<file path="src/rtl/gpio_sense_pkg.sv">
package gpio_sense_pkg;

    localparam int unsigned ADDR_W = 8;
    localparam int unsigned DATA_W = 32;

    localparam logic [ADDR_W-1:0] A_DIR_SET = 8'h00;
    localparam logic [ADDR_W-1:0] A_DIR_CLR = 8'h04;
    localparam logic [ADDR_W-1:0] A_OUT_LO  = 8'h08;
    localparam logic [ADDR_W-1:0] A_OUT_HI  = 8'h0C;
    localparam logic [ADDR_W-1:0] A_PIN_IN  = 8'h10;
    localparam logic [ADDR_W-1:0] A_ACCEPT  = 8'h14;
    localparam logic [ADDR_W-1:0] A_IRQ_EN  = 8'h18;
    localparam logic [ADDR_W-1:0] A_IRQ_DIS = 8'h1C;
    localparam logic [ADDR_W-1:0] A_RAW     = 8'h20;
    localparam logic [ADDR_W-1:0] A_MASKED  = 8'h24;
    localparam logic [ADDR_W-1:0] A_CLEAR   = 8'h28;
    localparam logic [ADDR_W-1:0] A_SENSE0  = 8'h40;

    localparam int unsigned CODE_W = 4;

    typedef enum logic [CODE_W-1:0] {
        SNS_RISE = 4'h8,
        SNS_FALL = 4'h9,
        SNS_HIGH = 4'hA,
        SNS_LOW  = 4'hB,
        SNS_BOTH = 4'hC
    } sense_e;

    typedef struct packed {
        logic cur;
        logic prev;
    } pin_samp_t;

    typedef struct packed {
        logic              we;
        logic [ADDR_W-1:0] addr;
        logic [DATA_W-1:0] data;
    } bus_wr_t;

    function automatic logic sense_hit(input logic [CODE_W-1:0] code,
                                       input pin_samp_t s);
        logic r;
        case (code)
            SNS_RISE: r = s.cur & ~s.prev;
            SNS_FALL: r = ~s.cur & s.prev;
            SNS_HIGH: r = s.cur;
            SNS_LOW:  r = ~s.cur;
            SNS_BOTH: r = s.cur ^ s.prev;
            default:  r = 1'b0;
        endcase
        return r;
    endfunction

    function automatic logic is_wr(input bus_wr_t b, input logic [ADDR_W-1:0] a);
        return b.we && (b.addr == a);
    endfunction

endpackage

</file>
<file path="src/rtl/gpio_in_sync.sv">
module gpio_in_sync #(
    parameter int unsigned W = 32
) (
    input  logic         clk,
    input  logic         rst,
    input  logic [W-1:0] d,
    output logic [W-1:0] cur,
    output logic [W-1:0] prev
);
    logic [W-1:0] meta_q;

    always_ff @(posedge clk) begin
        if (rst) begin
            meta_q <= '0;
            cur    <= '0;
            prev   <= '0;
        end else begin
            meta_q <= d;
            cur    <= meta_q;
            prev   <= cur;
        end
    end
endmodule

</file>
<file path="src/rtl/gpio_sense_detect.sv">
module gpio_sense_detect
    import gpio_sense_pkg::*;
#(
    parameter int unsigned NPINS = 32
) (
    input  logic [NPINS*CODE_W-1:0] codes,
    input  logic [NPINS-1:0]        cur,
    input  logic [NPINS-1:0]        prev,
    input  logic [NPINS-1:0]        accept,
    output logic [NPINS-1:0]        hit
);
    for (genvar i = 0; i < NPINS; i++) begin : g_pin
        pin_samp_t samp;
        assign samp.cur  = cur[i];
        assign samp.prev = prev[i];
        assign hit[i] = accept[i] & sense_hit(codes[i*CODE_W +: CODE_W], samp);
    end
endmodule

</file>
<file path="src/rtl/gpio_reg_file.sv">
module gpio_reg_file
    import gpio_sense_pkg::*;
#(
    parameter int unsigned NPINS = 32
) (
    input  logic                    clk,
    input  logic                    rst,
    input  bus_wr_t                 bus,
    input  logic [ADDR_W-1:0]       rd_addr,
    output logic [DATA_W-1:0]       rd_data,
    input  logic [NPINS-1:0]        pin_lvl,
    input  logic [NPINS-1:0]        hit,
    output logic [NPINS*CODE_W-1:0] codes,
    output logic [NPINS-1:0]        accept_q,
    output logic [NPINS-1:0]        oe_q,
    output logic [NPINS-1:0]        out_q,
    output logic [NPINS-1:0]        status
);
    localparam int unsigned HALF   = NPINS / 2;
    localparam int unsigned PER_RG = DATA_W / CODE_W;
    localparam int unsigned NSNS   = NPINS / PER_RG;

    logic [NPINS-1:0]  en_q;
    logic [NPINS-1:0]  pend_q;
    logic [DATA_W-1:0] sense_q [NSNS];
    logic [NPINS-1:0]  clr_mask;
    logic [HALF-1:0]   wmask;
    logic [HALF-1:0]   wval;

    assign wmask    = bus.data[HALF +: HALF];
    assign wval     = bus.data[HALF-1:0];
    assign clr_mask = is_wr(bus, A_CLEAR) ? bus.data[NPINS-1:0] : '0;
    assign status   = pend_q & en_q;

    always_ff @(posedge clk) begin
        if (rst) begin
            oe_q     <= '0;
            out_q    <= '0;
            en_q     <= '0;
            accept_q <= '0;
            pend_q   <= '0;
        end else begin
            if (is_wr(bus, A_DIR_SET)) oe_q <= oe_q | bus.data[NPINS-1:0];
            if (is_wr(bus, A_DIR_CLR)) oe_q <= oe_q & ~bus.data[NPINS-1:0];
            if (is_wr(bus, A_OUT_LO))
                out_q[HALF-1:0] <= (out_q[HALF-1:0] & ~wmask) | (wval & wmask);
            if (is_wr(bus, A_OUT_HI))
                out_q[NPINS-1:HALF] <= (out_q[NPINS-1:HALF] & ~wmask) | (wval & wmask);
            if (is_wr(bus, A_IRQ_EN))  en_q <= en_q | bus.data[NPINS-1:0];
            if (is_wr(bus, A_IRQ_DIS)) en_q <= en_q & ~bus.data[NPINS-1:0];
            if (is_wr(bus, A_ACCEPT))  accept_q <= bus.data[NPINS-1:0];
            pend_q <= (pend_q & ~clr_mask) | hit;
        end
    end

    for (genvar k = 0; k < NSNS; k++) begin : g_sense
        localparam logic [ADDR_W-1:0] KADDR = A_SENSE0 + ADDR_W'(k * 4);
        always_ff @(posedge clk) begin
            if (rst)                  sense_q[k] <= '0;
            else if (is_wr(bus, KADDR)) sense_q[k] <= bus.data;
        end
        assign codes[k*DATA_W +: DATA_W] = sense_q[k];
    end

    always_comb begin
        rd_data = '0;
        case (rd_addr)
            A_DIR_SET, A_DIR_CLR: rd_data[NPINS-1:0] = oe_q;
            A_OUT_LO:             rd_data[HALF-1:0]  = out_q[HALF-1:0];
            A_OUT_HI:             rd_data[HALF-1:0]  = out_q[NPINS-1:HALF];
            A_PIN_IN:             rd_data[NPINS-1:0] = pin_lvl;
            A_ACCEPT:             rd_data[NPINS-1:0] = accept_q;
            A_IRQ_EN, A_IRQ_DIS:  rd_data[NPINS-1:0] = en_q;
            A_RAW:                rd_data[NPINS-1:0] = pend_q;
            A_MASKED:             rd_data[NPINS-1:0] = status;
            default: begin
                for (int k = 0; k < NSNS; k++)
                    if (rd_addr == A_SENSE0 + ADDR_W'(k * 4)) rd_data = sense_q[k];
            end
        endcase
    end

    // bits written to the set register are outputs on the next cycle
    a_r1_dir_set: assert property (@(posedge clk) disable iff (rst)
        is_wr(bus, A_DIR_SET) |=> ((oe_q & $past(bus.data[NPINS-1:0])) == $past(bus.data[NPINS-1:0])));

    // bits written to the clear register are inputs on the next cycle
    a_r1_dir_clr: assert property (@(posedge clk) disable iff (rst)
        is_wr(bus, A_DIR_CLR) |=> ((oe_q & $past(bus.data[NPINS-1:0])) == '0));

    // unmasked low-half bits hold their value
    a_r2_out_mask: assert property (@(posedge clk) disable iff (rst)
        is_wr(bus, A_OUT_LO) |=> ((out_q[HALF-1:0] & ~$past(wmask)) == ($past(out_q[HALF-1:0]) & ~$past(wmask))));

    for (genvar i = 0; i < NPINS; i++) begin : g_chk
        // a closed gate never creates a new pending bit
        a_r9_gate_closed: assert property (@(posedge clk) disable iff (rst)
            (!accept_q[i] && !pend_q[i]) |=> !pend_q[i]);
        // a clear with no detection in the same cycle empties the bit
        a_r10_clear: assert property (@(posedge clk) disable iff (rst)
            (is_wr(bus, A_CLEAR) && bus.data[i] && !hit[i]) |=> !pend_q[i]);
    end
endmodule

</file>
<file path="src/rtl/gpio_sense_ctl.sv">
module gpio_sense_ctl
    import gpio_sense_pkg::*;
#(
    parameter int unsigned NPINS = 32
) (
    input  logic              clk,
    input  logic              rst,
    input  logic              reg_we,
    input  logic [7:0]        reg_addr,
    input  logic [31:0]       reg_wdata,
    output logic [31:0]       reg_rdata,
    input  logic [NPINS-1:0]  pin_in,
    output logic [NPINS-1:0]  pin_oe,
    output logic [NPINS-1:0]  pin_out,
    output logic              irq_lo,
    output logic              irq_hi
);
    localparam int unsigned HALF = NPINS / 2;

    bus_wr_t                 bus;
    logic [NPINS-1:0]        lvl_cur;
    logic [NPINS-1:0]        lvl_prev;
    logic [NPINS-1:0]        hit;
    logic [NPINS-1:0]        accept;
    logic [NPINS-1:0]        status;
    logic [NPINS*CODE_W-1:0] codes;

    assign bus.we   = reg_we;
    assign bus.addr = reg_addr;
    assign bus.data = reg_wdata;

    gpio_in_sync #(.W(NPINS)) u_sync (
        .clk  (clk),
        .rst  (rst),
        .d    (pin_in),
        .cur  (lvl_cur),
        .prev (lvl_prev)
    );

    gpio_sense_detect #(.NPINS(NPINS)) u_detect (
        .codes  (codes),
        .cur    (lvl_cur),
        .prev   (lvl_prev),
        .accept (accept),
        .hit    (hit)
    );

    gpio_reg_file #(.NPINS(NPINS)) u_regs (
        .clk      (clk),
        .rst      (rst),
        .bus      (bus),
        .rd_addr  (reg_addr),
        .rd_data  (reg_rdata),
        .pin_lvl  (lvl_cur),
        .hit      (hit),
        .codes    (codes),
        .accept_q (accept),
        .oe_q     (pin_oe),
        .out_q    (pin_out),
        .status   (status)
    );

    assign irq_lo = |status[HALF-1:0];
    assign irq_hi = |status[NPINS-1:HALF];
endmodule

</file>
<file path="config.mk">
export PLATFORM = sky130hd
export DESIGN_NAME = gpio_sense_ctl
export DESIGN_NICKNAME = d
export VERILOG_FILES = /design/src/rtl/gpio_sense_pkg.sv /design/src/rtl/gpio_in_sync.sv /design/src/rtl/gpio_sense_detect.sv /design/src/rtl/gpio_reg_file.sv /design/src/rtl/gpio_sense_ctl.sv
export SDC_FILE = /design/constraint.sdc
export NUM_CORES = 1
export LEC_CHECK = 0
export ABC_AREA = 1
export BUFFER_PORTS_ARGS = -buffer_cell sky130_fd_sc_hd__buf_2
export CAP_MARGIN = 5
export CELL_PAD_IN_SITES_DETAIL_PLACEMENT = 1
export CELL_PAD_IN_SITES_GLOBAL_PLACEMENT = 1
export CORE_UTILIZATION = 47
export DETAILED_ROUTE_END_ITERATION = 12
export HOLD_SLACK_MARGIN = 0.05
export MAX_ROUTING_LAYER = met4
export PLACE_DENSITY = 0.85
export SYNTH_ARGS = -nofsm -noshare
export SYNTH_HDL_FRONTEND = slang
export SYNTH_HIERARCHICAL = 1
export SYNTH_SLANG_ARGS = --single-unit
</file>
<file path="constraint.sdc">
create_clock -name clk -period 2.9 [get_ports clk]
set_input_delay 0.145 -clock clk [delete_from_list [all_inputs] [get_ports clk]]
set_output_delay 0.145 -clock clk [all_outputs]
set_load 0.01 [all_outputs]
</file>
# == Word level (Yosys, flattened, before mapping) ==
# Memory sizes are Yosys's and may differ from the RTL's.
# Index checks and enable logic that the tools add are counted.
# totals
memories,1
ramBits,128
ff_bits,256
inputBits,75
wordCells,476
# op_classes
n_reduce_logical,20
n_bitwise,211
n_eq_ne,174
muxes,61
# memory_table
memory,words,word_bits,read_ports,rd_ports_with_merged_regs,write_ports,line,rtl
u_regs.sense_q,4,32,4,0,4,gpio_reg_file.sv:25,logic [DATA_W-1:0] sense_q [NSNS];
# op_table
cell,count
4-bit == test (second input constant),160
32-bit two-way mux,13
1-bit case mux with 5 select lines,32
32-bit AND,4
16-bit case mux with 8 select lines,1
16-bit case mux with 7 select lines,1
1-bit AND,96
32-bit OR,3
1-bit NOT,64
32-bit NOT,2
16-bit AND,3
8-bit by 5-bit == test with 1-bit output (second input constant),4
8-bit by 7-bit == test with 1-bit output (second input constant),4
16-bit OR,2
16-bit OR reduction,2
1-bit XOR,32
8-bit by 6-bit == test with 1-bit output (second input constant),3
8-bit by 4-bit == test with 1-bit output (second input constant),2
16-bit NOT,1
1-bit two-way mux,14
1-bit logical AND,12
8-bit by 3-bit == test with 1-bit output (second input constant),1
8-bit logical NOT,1
2-bit OR reduction,3
2 further kinds,6

# == Longest topological paths before layout ==
# depth
ltp_word,6
mapped_depth,10
depth_no_buf,10

# == Hierarchy ==
# The synthesis kept the hierarchy.
# modules_own_cells
module,cells_per_inst,seq_area_each_um2,area_per_inst_um2,n_inst
gpio_reg_file,1937,7046.8,14188.6,1
gpio_sense_detect,665,0.0,3305.7,1
gpio_in_sync,299,1921.8,2813.9,1
gpio_sense_ctl,30,0.0,112.6,1

# == Worst setup path after synthesis ==
# Ideal clock, no wire load.
# synth_path
kind,input-to-reg
start,in rst
end,"mem u_regs.sense_q[0][0], enable pin"
slack_ns,0.955
arrival_time_ns,1.467
setup_ns,0.478
cell_stages,5
n_path_buf,3
required_ns,2.422
cell_sequence,clkbuf_1 inv_2 buf_2 clkbuf_1 nand2_1
# synth_rtl
item,line,rtl
start: declaration,gpio_sense_ctl.sv:7,"input logic rst,"
end: declaration,gpio_reg_file.sv:25,

# == Final worst setup path ==
# layout_path
start,in reg_addr[3]
end,out reg_rdata[18]
# layout_via
elab_chain_cells,6
# layout_lines
item,line,rtl
start: declaration,gpio_sense_ctl.sv:9,"input logic [7:0] reg_addr,"
8-bit by 7-bit == test with 1-bit output,gpio_reg_file.sv:78,if (rd_addr == A_SENSE0 + ADDR_W'(k * 4)) rd_data = sense_q[k];
32-bit two-way mux (4 in a row),gpio_reg_file.sv:78,
16-bit case mux with 7 select lines (*),gpio_reg_file.sv:67,case (rd_addr)
end: declaration,gpio_sense_ctl.sv:11,"output logic [31:0] reg_rdata,"
# Every way passes the cells marked *; elsewhere a longest branch is shown, timed or not.

==> flow_summary.ini <==
[outcome]
outcome = finished, final reports clean

[final_layout]
fin_util_pct = 56.1
area_growth_pct = 18.1
num-nets-final = 3277
drive_gt1_share_pct = 11.7

[detailed_routing]
wire_per_inst_um = 23.6
drc = 0
num_vias = 21200
vias_per_cell = 5.62
first_pass_iters = 8
routed_wl_um = 88700
drtIter0Drc = 1858
ant_nets = 0

[clock_tree]
cts_root_buffer = clkbuf_16
postCtsSetupBuffers = 0
cts.sinks = 384
clk_pin_slew_ns = 0.06
cts_resized = 0
tritoncts = done
cts_inserted_buffers = 45
clk_latency_ns = 0.59
cts_buffer_depth = 3
h-tree-depth = 2

[setup_path]
cp_slowest_stage_delay_ns = 0.73
crit_path_end_kind = output port
critPathSlowestCell = nor2_4
cp-start-kind = primary input
cpMostUsedCell = nand2_1
path_max_fanout = 31
arrival_ns = 2.38
critical_path_class = primary input to output port
critPathRequiredTime_ns = 2.76
path_cells = buf_2 -> inv_2 -> nand2_1 -> nor2_4 -> nand2_1 -> inv_2 -> nand2_1 -> nand2_1 -> inv_1 -> nand3_1 -> buf_2

[grt]
grt.overflow.total = 0
grt_usage_pct = 41.3
antenna_found_initial = 4
grt_max_degree = 129
grt_pass1_vias = 22100
grt_pass1_wl_um = 132000

[synth]
syn_area_per_cell_sq_um = 6.97
syn-num-nets = 3070
synth.distinct_cells = 29
synth_area_sq_um = 20400
yosys_warnings = 6
postSynthCellCount = 2931
synth-seq-cells = 384
synth_seq_area_share_pct = 43.9

[floorplanning]
die_y_um = 210
dieArea_sq_um = 44300
coreArea_sq_um = 43000
die_x_um = 210
start_util_pct = 47.5
ios = 173
placementRows = 76

[sta]
clock_skew_ns = 0.0267
period_needed_ns = 2.52
fmaxAchievable_ghz = 0.397
rsz0062_at_grt = false
final-max-slew-violation-count = 0
finalSetupViolCount = 0
slew-limit-headroom_pct = 35.6
finalHoldViolCount = 0
fin_setup_tns_ns = 0
worst_pin_slew_ns = 0.964
finalCritPeriodShare_pct = 87.0

[flow_run]
drv_cap = 0

[placed_design]
routabilityCongestion = 0.979
io_buffers = 172
dp_hpwl_um = 62600

[power_and_ir_drop]
leakage_nw = 11.2
peakVddDrop_mv = 0.366
powerDensity_nw_per_um2 = 528

[hold_path]
hold_path_class = primary input to register
-- what timing repair did --
action,4_1_cts,5_1_grt
hold buffers,65,0
hold endpoints to repair,159,0
setup endpoints to repair,0,0
-- worst max-delay path: cells and delay by family --
| family | cells | cell delay [ns] |
|---|---|---|
| and+or+nand+nor | 6 | 1.35 |
| buffers and inverters | 5 | 0.86 |
-- synthesized netlist by cell type --
master    number  share of area [%]
nor2_1       600                 11
nor3_4         1              0.080
clkbuf_1      61                1.1
edfxtp_1     128                 19
clkinv_1      16               0.29
o21bai_1      53                1.9
a21oi_2       22               0.94
o211ai_1       1              0.037
nand2_1      583                 11
ha_1          64                3.9
buf_6          5               0.28
nand3_1      422                 10
inv_2         32               0.59
nor2_2         7               0.21
buf_8          1              0.074
a21oi_1       74                1.8
and3_1         1              0.031
buf_4          3               0.11
nand2_2        2              0.061
nand4_1        2              0.061
nor3_1        64                1.6
buf_2         55                1.3
o21ai_0       52                1.3
buf_1          3              0.055
nor2_4        10               0.55
dfxtp_1      256                 25
inv_1        411                7.6
and2_1         1              0.031
nand3b_1       1              0.037
-- routing by layer --
metal,vias to the layer above,share of wire [%],wire (um),GRT usage [%]
met2,917,48,42700,68.3
met4,0,8.7,7750,32.0
met5,-,0,0,-
met1,10400,36,32100,45.0
met3,315,7.0,6230,5.96
li1,9558,-,-,-
-- area by class of cell --
class,instances,area [sq um]
tap,585,732
multi-input combinational,1960,9160
antenna,3,7.51
clock inverter,11,134
sequential,384,8970
timing repair buffer,288,1990
clock buffer,73,1400
fill,5632,18900
inverter,459,1730
-- layout by cell type (no fill, tap or decap) --
master	count
nor2_1	596
nand2_1	583
nand3_1	422
inv_1	411
dfxtp_1	256
buf_2	171
edfxtp_1	128
a21oi_1	74
dlygate4sd3_1	65
ha_1	64
nor3_1	64
o21bai_1	53
o21ai_0	52
clkbuf_16	48
buf_4	44
inv_2	31
a21oi_2	22
clkinv_1	16
nor2_4	15
clkbuf_1	14
clkbuf_8	10
clkinv_2	7
buf_12	7
nor2_2	6
diode_2	3
bufinv_16	3
nand2_2	2
nand4_1	2
inv_6	1
clkbuf_4	1
buf_6	1
o211ai_1	1
nand3b_1	1
and3_1	1
and2_1	1
nor3_4	1
inv_4	1
-- report_power, final --
group	internal [mW]	total (mW)	switching (mW)	leakage [nW]
Combinational	0.271	0.938	0.666	7.13
Sequential	5.71	5.88	0.174	3.29
Clock	3.56	5.91	2.35	0.759
Total	9.54	12.7	3.19	11.2
-- worst paths after layout --
path	start	to	slack [ns]	cells past startpoint
worst max-delay path	reg_addr[3]	reg_rdata[18]	0.38	11
worst min-delay path	reg_addr[2]	register	0.18	5
worst max register to register	u_sync/cur[20]	u_regs/pend_q[20]	0.91	7
worst min register to register	u_sync/meta_q[15]	u_sync/cur[15]	0.40	2
-- logic make-up after synthesis --
kind of cell / count (synthesis) / share of synthesized area (%)
simple gates: 1694 / 34.7
buf+inv: 587 / 11.4
flops: 384 / 43.9
compound gates: 202 / 6.02
fa+ha+maj: 64 / 3.92
-- through the flow --
step | worst slack (ns) | power [mW] | cells | hold slack [ns] | area (sq um)
after floorplan | 0.955 | 6.38 | 2931 | 0.252 | 20400
after global placement | 0.639 | 6.76 | 3611 | 0.346 | 21900
after detailed placement | 0.500 | 6.83 | 3611 | 0.354 | 21900
after CTS | 0.498 | 12.8 | 3760 | 0.149 | 24100
after global routing | 0.294 | 13.1 | 3763 | 0.219 | 24100
final | 0.378 | 12.7 | 3763 | 0.182 | 24100
(Power assumes the default switching activity.)
